===== config.mk =====
export PLATFORM = sky130hd
export DESIGN_NAME = exec_alu
export DESIGN_NICKNAME = d
export VERILOG_FILES = /design/src/rtl/alu_pkg.sv /design/src/rtl/alu_datapath.sv /design/src/rtl/flag_store.sv /design/src/rtl/cond_decode.sv /design/src/rtl/exec_alu.sv
export SDC_FILE = /design/constraint.sdc
export NUM_CORES = 1
export LEC_CHECK = 0
export ABC_AREA = 1
export BUFFER_PORTS_ARGS = -buffer_cell sky130_fd_sc_hd__buf_4
export CAP_MARGIN = 15
export CORE_ASPECT_RATIO = 2
export CORE_MARGIN = 5
export CORE_UTILIZATION = 55
export CTS_BUF_LIST = sky130_fd_sc_hd__clkbuf_4 sky130_fd_sc_hd__clkbuf_8
export CTS_CLUSTER_DIAMETER = 30
export DETAILED_ROUTE_END_ITERATION = 10
export PLACE_DENSITY_LB_ADDON = 0.3
export SYNTH_ARGS = -nofsm -noshare
export SYNTH_HDL_FRONTEND = slang
export SYNTH_HIERARCHICAL = 1
export SYNTH_SLANG_ARGS = --single-unit

===== constraint.sdc =====
create_clock -name clk -period 3.26 [get_ports clk]
set_clock_uncertainty 0.1 [all_clocks]
set_input_delay 0.326 -clock clk [delete_from_list [all_inputs] [get_ports clk]]
set_output_delay 0.326 -clock clk [all_outputs]
set_load 0.02 [all_outputs]

===== src/rtl/alu_pkg.sv =====
// Package: encodings shared by the execute ALU and its condition decoder.
// Assumes 4-bit function and condition selectors.
package alu_pkg;
    typedef enum logic [3:0] {
        FN_ADD = 4'd0,
        FN_SUB = 4'd1,
        FN_AND = 4'd2,
        FN_XOR = 4'd3
    } fn_code_e;

    typedef enum logic [3:0] {
        CND_ALWAYS = 4'd0,
        CND_LE     = 4'd1,
        CND_LT     = 4'd2,
        CND_EQ     = 4'd3,
        CND_NE     = 4'd4,
        CND_GE     = 4'd5,
        CND_GT     = 4'd6
    } cond_code_e;

    typedef struct packed {
        logic z;
        logic s;
        logic o;
    } flags_t;
endpackage


===== src/rtl/alu_datapath.sv =====
// Combinational datapath: computes the result and the overflow candidate.
// Assumes subtract means B minus A; address mode forces a plain add.
module alu_datapath #(
    parameter int WIDTH = 32
) (
    input  logic [3:0]       fn_sel,
    input  logic             addr_mode,
    input  logic [WIDTH-1:0] opnd_a,
    input  logic [WIDTH-1:0] opnd_b,
    output logic [WIDTH-1:0] res,
    output logic             ovf
);
    import alu_pkg::*;
    localparam int MSB = WIDTH - 1;

    logic [WIDTH-1:0] sum_ab;
    logic [WIDTH-1:0] diff_ba;

    assign sum_ab  = opnd_a + opnd_b;
    assign diff_ba = opnd_b - opnd_a;

    // Select the result and its signed-overflow indication.
    always_comb begin
        res = '0;
        ovf = 1'b0;
        if (addr_mode) begin
            res = sum_ab;
        end else begin
            case (fn_sel)
                FN_ADD: begin
                    res = sum_ab;
                    ovf = (opnd_a[MSB] == opnd_b[MSB]) && (sum_ab[MSB] != opnd_a[MSB]);
                end
                FN_SUB: begin
                    res = diff_ba;
                    ovf = (opnd_a[MSB] != opnd_b[MSB]) && (diff_ba[MSB] != opnd_b[MSB]);
                end
                FN_AND:  res = opnd_a & opnd_b;
                FN_XOR:  res = opnd_a ^ opnd_b;
                default: res = '0;
            endcase
        end
    end
endmodule


===== src/rtl/flag_store.sv =====
// Flag register: holds zero, sign and overflow; loads on a strobe.
// Assumes a synchronous active-low reset to Z=1, S=0, O=0.
module flag_store (
    input  logic            clk,
    input  logic            rst_n,
    input  logic            load,
    input  alu_pkg::flags_t nxt,
    output alu_pkg::flags_t cur
);
    // Reset, load or hold the three flags.
    always_ff @(posedge clk) begin
        if (!rst_n) begin
            cur <= '{z: 1'b1, s: 1'b0, o: 1'b0};
        end else if (load) begin
            cur <= nxt;
        end
    end
endmodule


===== src/rtl/cond_decode.sv =====
// Condition decoder shared by jumps and conditional moves.
// Assumes stored flags; unused codes decode to false.
module cond_decode (
    input  logic [3:0]      cond_sel,
    input  alu_pkg::flags_t fl,
    output logic            take
);
    import alu_pkg::*;
    logic less;

    assign less = fl.s ^ fl.o;

    // Map the condition code onto the flag expression.
    always_comb begin
        case (cond_sel)
            CND_ALWAYS: take = 1'b1;
            CND_LE:     take = less | fl.z;
            CND_LT:     take = less;
            CND_EQ:     take = fl.z;
            CND_NE:     take = ~fl.z;
            CND_GE:     take = ~less;
            CND_GT:     take = ~less & ~fl.z;
            default:    take = 1'b0;
        endcase
    end
endmodule


===== src/rtl/exec_alu.sv =====
// Execute ALU top: datapath, flag register and condition decoder.
// Assumes set_cc is raised only for integer-operation instructions.
module exec_alu #(
    parameter int WIDTH = 32
) (
    input  logic             clk,
    input  logic             rst_n,
    input  logic [3:0]       fn_sel,
    input  logic [WIDTH-1:0] opnd_a,
    input  logic [WIDTH-1:0] opnd_b,
    input  logic             set_cc,
    input  logic             addr_mode,
    input  logic [3:0]       cond_sel,
    output logic [WIDTH-1:0] result,
    output logic             flag_z,
    output logic             flag_s,
    output logic             flag_o,
    output logic             cond_true
);
    import alu_pkg::*;

    logic   ovf;
    logic   ld;
    flags_t nxt_fl;
    flags_t cur_fl;

    alu_datapath #(.WIDTH(WIDTH)) u_dp (
        .fn_sel    (fn_sel),
        .addr_mode (addr_mode),
        .opnd_a    (opnd_a),
        .opnd_b    (opnd_b),
        .res       (result),
        .ovf       (ovf)
    );

    assign ld     = set_cc & ~addr_mode;
    assign nxt_fl = '{z: (result == '0), s: result[WIDTH-1], o: ovf};

    flag_store u_fl (
        .clk   (clk),
        .rst_n (rst_n),
        .load  (ld),
        .nxt   (nxt_fl),
        .cur   (cur_fl)
    );

    cond_decode u_cd (
        .cond_sel (cond_sel),
        .fl       (cur_fl),
        .take     (cond_true)
    );

    assign flag_z = cur_fl.z;
    assign flag_s = cur_fl.s;
    assign flag_o = cur_fl.o;
endmodule


-- Word level (Yosys, flattened, before mapping)
Index checks and enable logic that the tools add are counted.
- flip-flop bits (word level): 3
- input port bits: 76
- logic and storage cells: 37
- equality and inequality tests: 13
- mux-type cells: 5
- add/sub/neg operators: 2
- bitwise logic cells: 9
- reductions and logical operators: 5
- operators with widths (kind ; count):
    $pmux W32 S4 ; 1
    $add A32 B32 Y32 ; 1
    $and A32 B32 Y32 ; 1
    $logic_not A32 Y1 ; 1
    $mux W32 ; 1
    $sub A32 B32 Y32 ; 1
    $xor A32 B32 Y32 ; 1
    $eq A4 B2 Y1 const B ; 4
    $eq A4 B3 Y1 const B ; 3
    $eq A4 B1 Y1 const B ; 2
    $logic_not A4 Y1 ; 2
    $pmux W1 S7 ; 1
    $ne A1 B1 Y1 ; 3
    $not A1 Y1 ; 3
    $and A1 B1 Y1 ; 2
    $logic_and A1 B1 Y1 ; 2
    $pmux W1 S2 ; 1
    $eq A1 B1 Y1 ; 1
    $mux W1 ; 1
    $or A1 B1 Y1 ; 1
    $xor A1 B1 Y1 ; 1

-- Logic depth before layout (Yosys ltp)
- depth in word-level cells: 5
- depth in mapped cells: 24

-- Hierarchy
The synthesis kept the hierarchy.
- by module, submodules not included (module ; cells an instance ; seq. area each (µm²) ; area each (µm²) ; instances):
    alu_datapath ; 1286 ; 0.0 ; 6535.0 ; 1
    exec_alu ; 33 ; 0.0 ; 123.9 ; 1
    flag_store ; 17 ; 60.1 ; 113.9 ; 1
    cond_decode ; 23 ; 0.0 ; 95.1 ; 1

-- Least setup slack after synthesis
No wires, ideal clock.
- path kind: input port to flip-flop
- start: input port opnd_a[0]
- end: register u_fl/cur[2] (netlist bit)
- path slack: 0.685 ns
- required time: 3.098 ns
- cell stages on the path: 20
- buffers on the path: 0
- arrival time: 2.413 ns
- cells stage by stage: ha_1 > fa_1 > nand2_1 > nand2_1 > and2_1 > nand2_2 > nand3b_4 > nand2_1 > nand3_1 > nand3_1 > nand3_1 > nand2_1 > nand2_1 > nor2_1 > nand2_1 > nor2_1 > nand2_1 > nor2_1 > nand2_1 > nand3_1
- RTL lines (what ; RTL line ; text):
    start: declaration ; exec_alu.sv:9 ; input logic [WIDTH-1:0] opnd_a,
    end signal: assignment ; flag_store.sv:13 ; cur <= '{z: 1'b1, s: 1'b0, o: 1'b0};
    end signal: assignment ; flag_store.sv:15 ; cur <= nxt;
    end: declaration ; flag_store.sv:8 ; output alu_pkg::flags_t cur

-- Worst setup path after layout
- start: input port opnd_a[18]
- end: output port result[28]
- longest elaborated chain between the ends: 3
- RTL lines (what ; RTL line ; text):
    $sub A32 B32 Y32 or $add A32 B32 Y32 (tied branches) ; alu_datapath.sv:20, alu_datapath.sv:19 ;
    $pmux W32 S4 ; alu_datapath.sv:29 ; case (fn_sel)
    $mux W32 (*) ; alu_datapath.sv:26 ; if (addr_mode) begin
    end: declaration ; exec_alu.sv:14 ; output logic [WIDTH-1:0] result,
Every way passes the cells marked *; elsewhere a longest branch is shown, timed or not.

==> results.md <==
* Outcome: complete, no violations
* Peak supply drop at approximately 200 uV
* Total GRT Usage at 0.364
* Reg-to-reg slack, setup at about 2.6 ns
* FF-to-FF Start: u_fl/cur[2]
* Total number of vias at 8,978
* IO Port Bufs at around 110
* Core Region at around 12,000 sq um
* Clock power share at 0.069
* Part of the power in registers at 0.024
* Routed vias/inst at between 5 and 6
* Total congestion overflow at 0
* Sw Share at 0.605
* Syn Std Cell Area at 6870 sq um
* Critical-path top delay cell: ha_1
* Worst Setup Start Kind: input port
* PD cells at approximately 220 nW/um^2
* Fillers at about 1,300
* Top cells by count, synth: 481 x nand2_1, 239 x inv_1, 106 x nand3_1
* Critical path, cell by cell: buf_4, inv_1, ha_1, nand2_2, inv_1, a21oi_1, nand2_1, a21oi_1, nand3_1, nand3_1, nand3_1, nand2_1, nand2_1, buf_4, buf_4
* Initial DRC count at approximately 600
* Most common cell in the netlist: nand2_1
* Area occupied by multi-input gates at between 5000 and 6000 sq um
* Number of global-route vias before repair at between 8,000 and 9,000
* Register area share after synthesis at 0.00874
* Pin count of the biggest net entering global routing at 34
* Comb power frac at 0.906
* Req. time, crit path at roughly 2.8 ns
* Syn Area/Cell at 5.05 sq um
* Starting Density at 0.563
* Synthesized flop and latch total at 3
* H-Tree Level Count at 1
* Internal power at just under 0.7 mW
* Unrepaired setup endpoints after global routing: false
* Hold path cells at 2
* Drt pass-1 iters at 8
* Register area at around 60 sq um
* Die width at between 80 and 90 microns
* Num ports at 112
* Drt wl/cell at about 17 microns
* Layout area overhead at 16.7%
* Number of library cell types mapped by synthesis at 44
* Die area at ~15,000 sq um
* Async set-reset flop share out of synthesis at 0
* Worst slew margin at 0.598
* Delay of the slowest critical-path stage at around 0.49 ns
* Final std cells w/o fill at between 1,500 and 2,000
* Number of antenna violations at the first check in global routing at 0
* Critical path peak fanout at 10
* Worst-path clk slew at ~0.040 ns
* Synth top area share at 0.263
* Final setup margin at approximately 0.17 ns
* Drc violations at 0
* Post-CTS Resized at 0
* Max clock buf depth at 2
* Worst Reg-to-Reg Cells at 2
* CTS Hold Bufs at 0
* Syn Nets at approximately 1,500
* Ys flop type: dfxtp_1
* Fmax at roughly 320 MHz
* Largest register FFs at 3
* Synth top area cells: nand2_1 26%, inv_1 13%, ha_1 11%
* Kind of critical path: in2out
* Clock Latency Late Sink at roughly 0.21 ns
* Synthesized instance count at 1,359
* CTS tree: done
* Overall routed net length at approximately 28,000 microns
* EDFF count, synth at 0
* Chip height at 168 microns
* Critical path arrival at 2.67 ns
* Row Count at 57
* Setup slack at placement at ~0.08 ns
* Clk sinks at 3
* Hold Path Origin: rst_n
* Antenna viol nets, final at 0
* TritonCTS Buffers at 3
* Worst-margin pin slew at between 0.6 and 0.7 ns
* Leak Pwr at about 4.8 nW
* Setup crit end kind: primary output
* Hold Path End: u_fl/cur[2]
* DP HPWL at 23,100 microns
* First-pass GRT wire length at ~42,000 microns
* Placer's final routability congestion estimate at 1.06
* Largest regs: u_fl/cur x3
* Setup TNS at 0 ns
* Period utilization at 0.949
* Reg with most FFs: u_fl/cur
* Ys Warns at 6
* Post-CTS Setup Bufs at 0
* Final Hold Fails at 0
* Final Core Density at 0.657
* Reg2reg end: u_fl/cur[2]
* Fraction of layout cells with a size suffix above 1 at 0.212
* Final Critical Period at just over 3 ns
* Root Buffer: clkbuf_8
* Overall power at 1.74 mW
* Largest area contributor in the netlist: nand2_1
* Pins Over Slew Limit at 0
* Setup Viol. Count Final at 0
* Total of max-cap violations at 0
* DP Cell Count at about 1,600
* Hold Crit Class: in2reg
* Net Sw Power at 1.05 mW
* Ant diodes at 0
* Final #Nets at around 1,600
## worst max-delay path, delay by kind of cell
family,cells,cell delay (ns)
AO/OA/AOI/OAI,2,0.60
buffers and inverters,5,0.44
adder cells (fa/ha/maj),1,0.49
AND/OR/NAND/NOR,7,0.81
## power by group through the flow
stage	Sequential (mW)	Combinational, mW	Clock, mW
after CTS	0.0420	1.54	0.124
final	0.0420	1.58	0.121
after global placement	0.0425	1.52	0
after detailed placement	0.0426	1.53	0
after floorplan	0.0449	1.01	0
after global routing	0.0428	1.70	0.127
## cell usage in the layout, fill, tap and decap left out, drive strengths merged
| cell type | synthesis | final |
|---|---|---|
| o31ai | 2 | 2 |
| nand2 | 508 | 508 |
| nor2 | 139 | 139 |
| nand3 | 111 | 111 |
| a21boi | 1 | 1 |
| a21oi | 56 | 56 |
| a31oi | 1 | 1 |
| clkbuf | 7 | 4 |
| o21ai | 51 | 51 |
| and3 | 1 | 1 |
| and2 | 5 | 5 |
| nand4 | 13 | 13 |
| xor2 | 11 | 11 |
| o21bai | 3 | 3 |
| nor3 | 10 | 10 |
| a221oi | 1 | 1 |
| dfxtp | 3 | 3 |
| ha | 63 | 63 |
| or2 | 1 | 1 |
| nand3b | 8 | 8 |
| clkinv | 3 | 3 |
| inv | 288 | 288 |
| xnor2 | 4 | 4 |
| o22ai | 28 | 28 |
| buf | 39 | 166 |
| fa | 2 | 2 |
## layer usage
metal | track usage | vias up | share of wire
met5 | 0 | - | 0
met4 | 0.347 | 0 | 0.12
met3 | 0.0548 | 181 | 0.073
met2 | 0.654 | 482 | 0.51
met1 | 0.325 | 3914 | 0.31
li1 | - | 4401 | -
## worst max path at each step
stage	startpoint	endpoint	slack [ns]	cells after the start
global route	opnd_a[0]	u_fl/cur[2]	0.009	23
global placement	opnd_a[0]	u_fl/cur[2]	0.14	23
detailed placement	opnd_a[0]	u_fl/cur[2]	0.08	23
finish	opnd_a[18]	result[28]	0.17	15
floorplan	opnd_a[0]	u_fl/cur[2]	0.69	20
CTS	opnd_a[0]	result[28]	0.25	16
## layout make-up
| class | instances | area share |
|---|---|---|
| multi-input cells | 1019 | 0.670 |
| flip-flops and latches | 3 | 0.00749 |
| well taps | 147 | 0.0229 |
| inverters | 291 | 0.137 |
| clock buffers | 4 | 0.00609 |
| repair buffers | 166 | 0.157 |
## stage by stage
step	hold WS [ns]	cell area (sq um)
floorplan	0.310	6870
finish	0.235	8020
global placement	0.390	7970
CTS	0.225	8020
detailed placement	0.402	7970
global route	0.256	8020
## logic make-up after synthesis
logic type,count (synthesis),share of synthesized area
and+or+nand+nor,796,0.521
buffers and inverters,337,0.210
AOI/OAI and AO/OA,143,0.118
adders and majority gates,65,0.121
xor gates and xnor gates,15,0.0213
DFF,3,0.00875
Note: power is estimated with default switching activity, not from simulation.
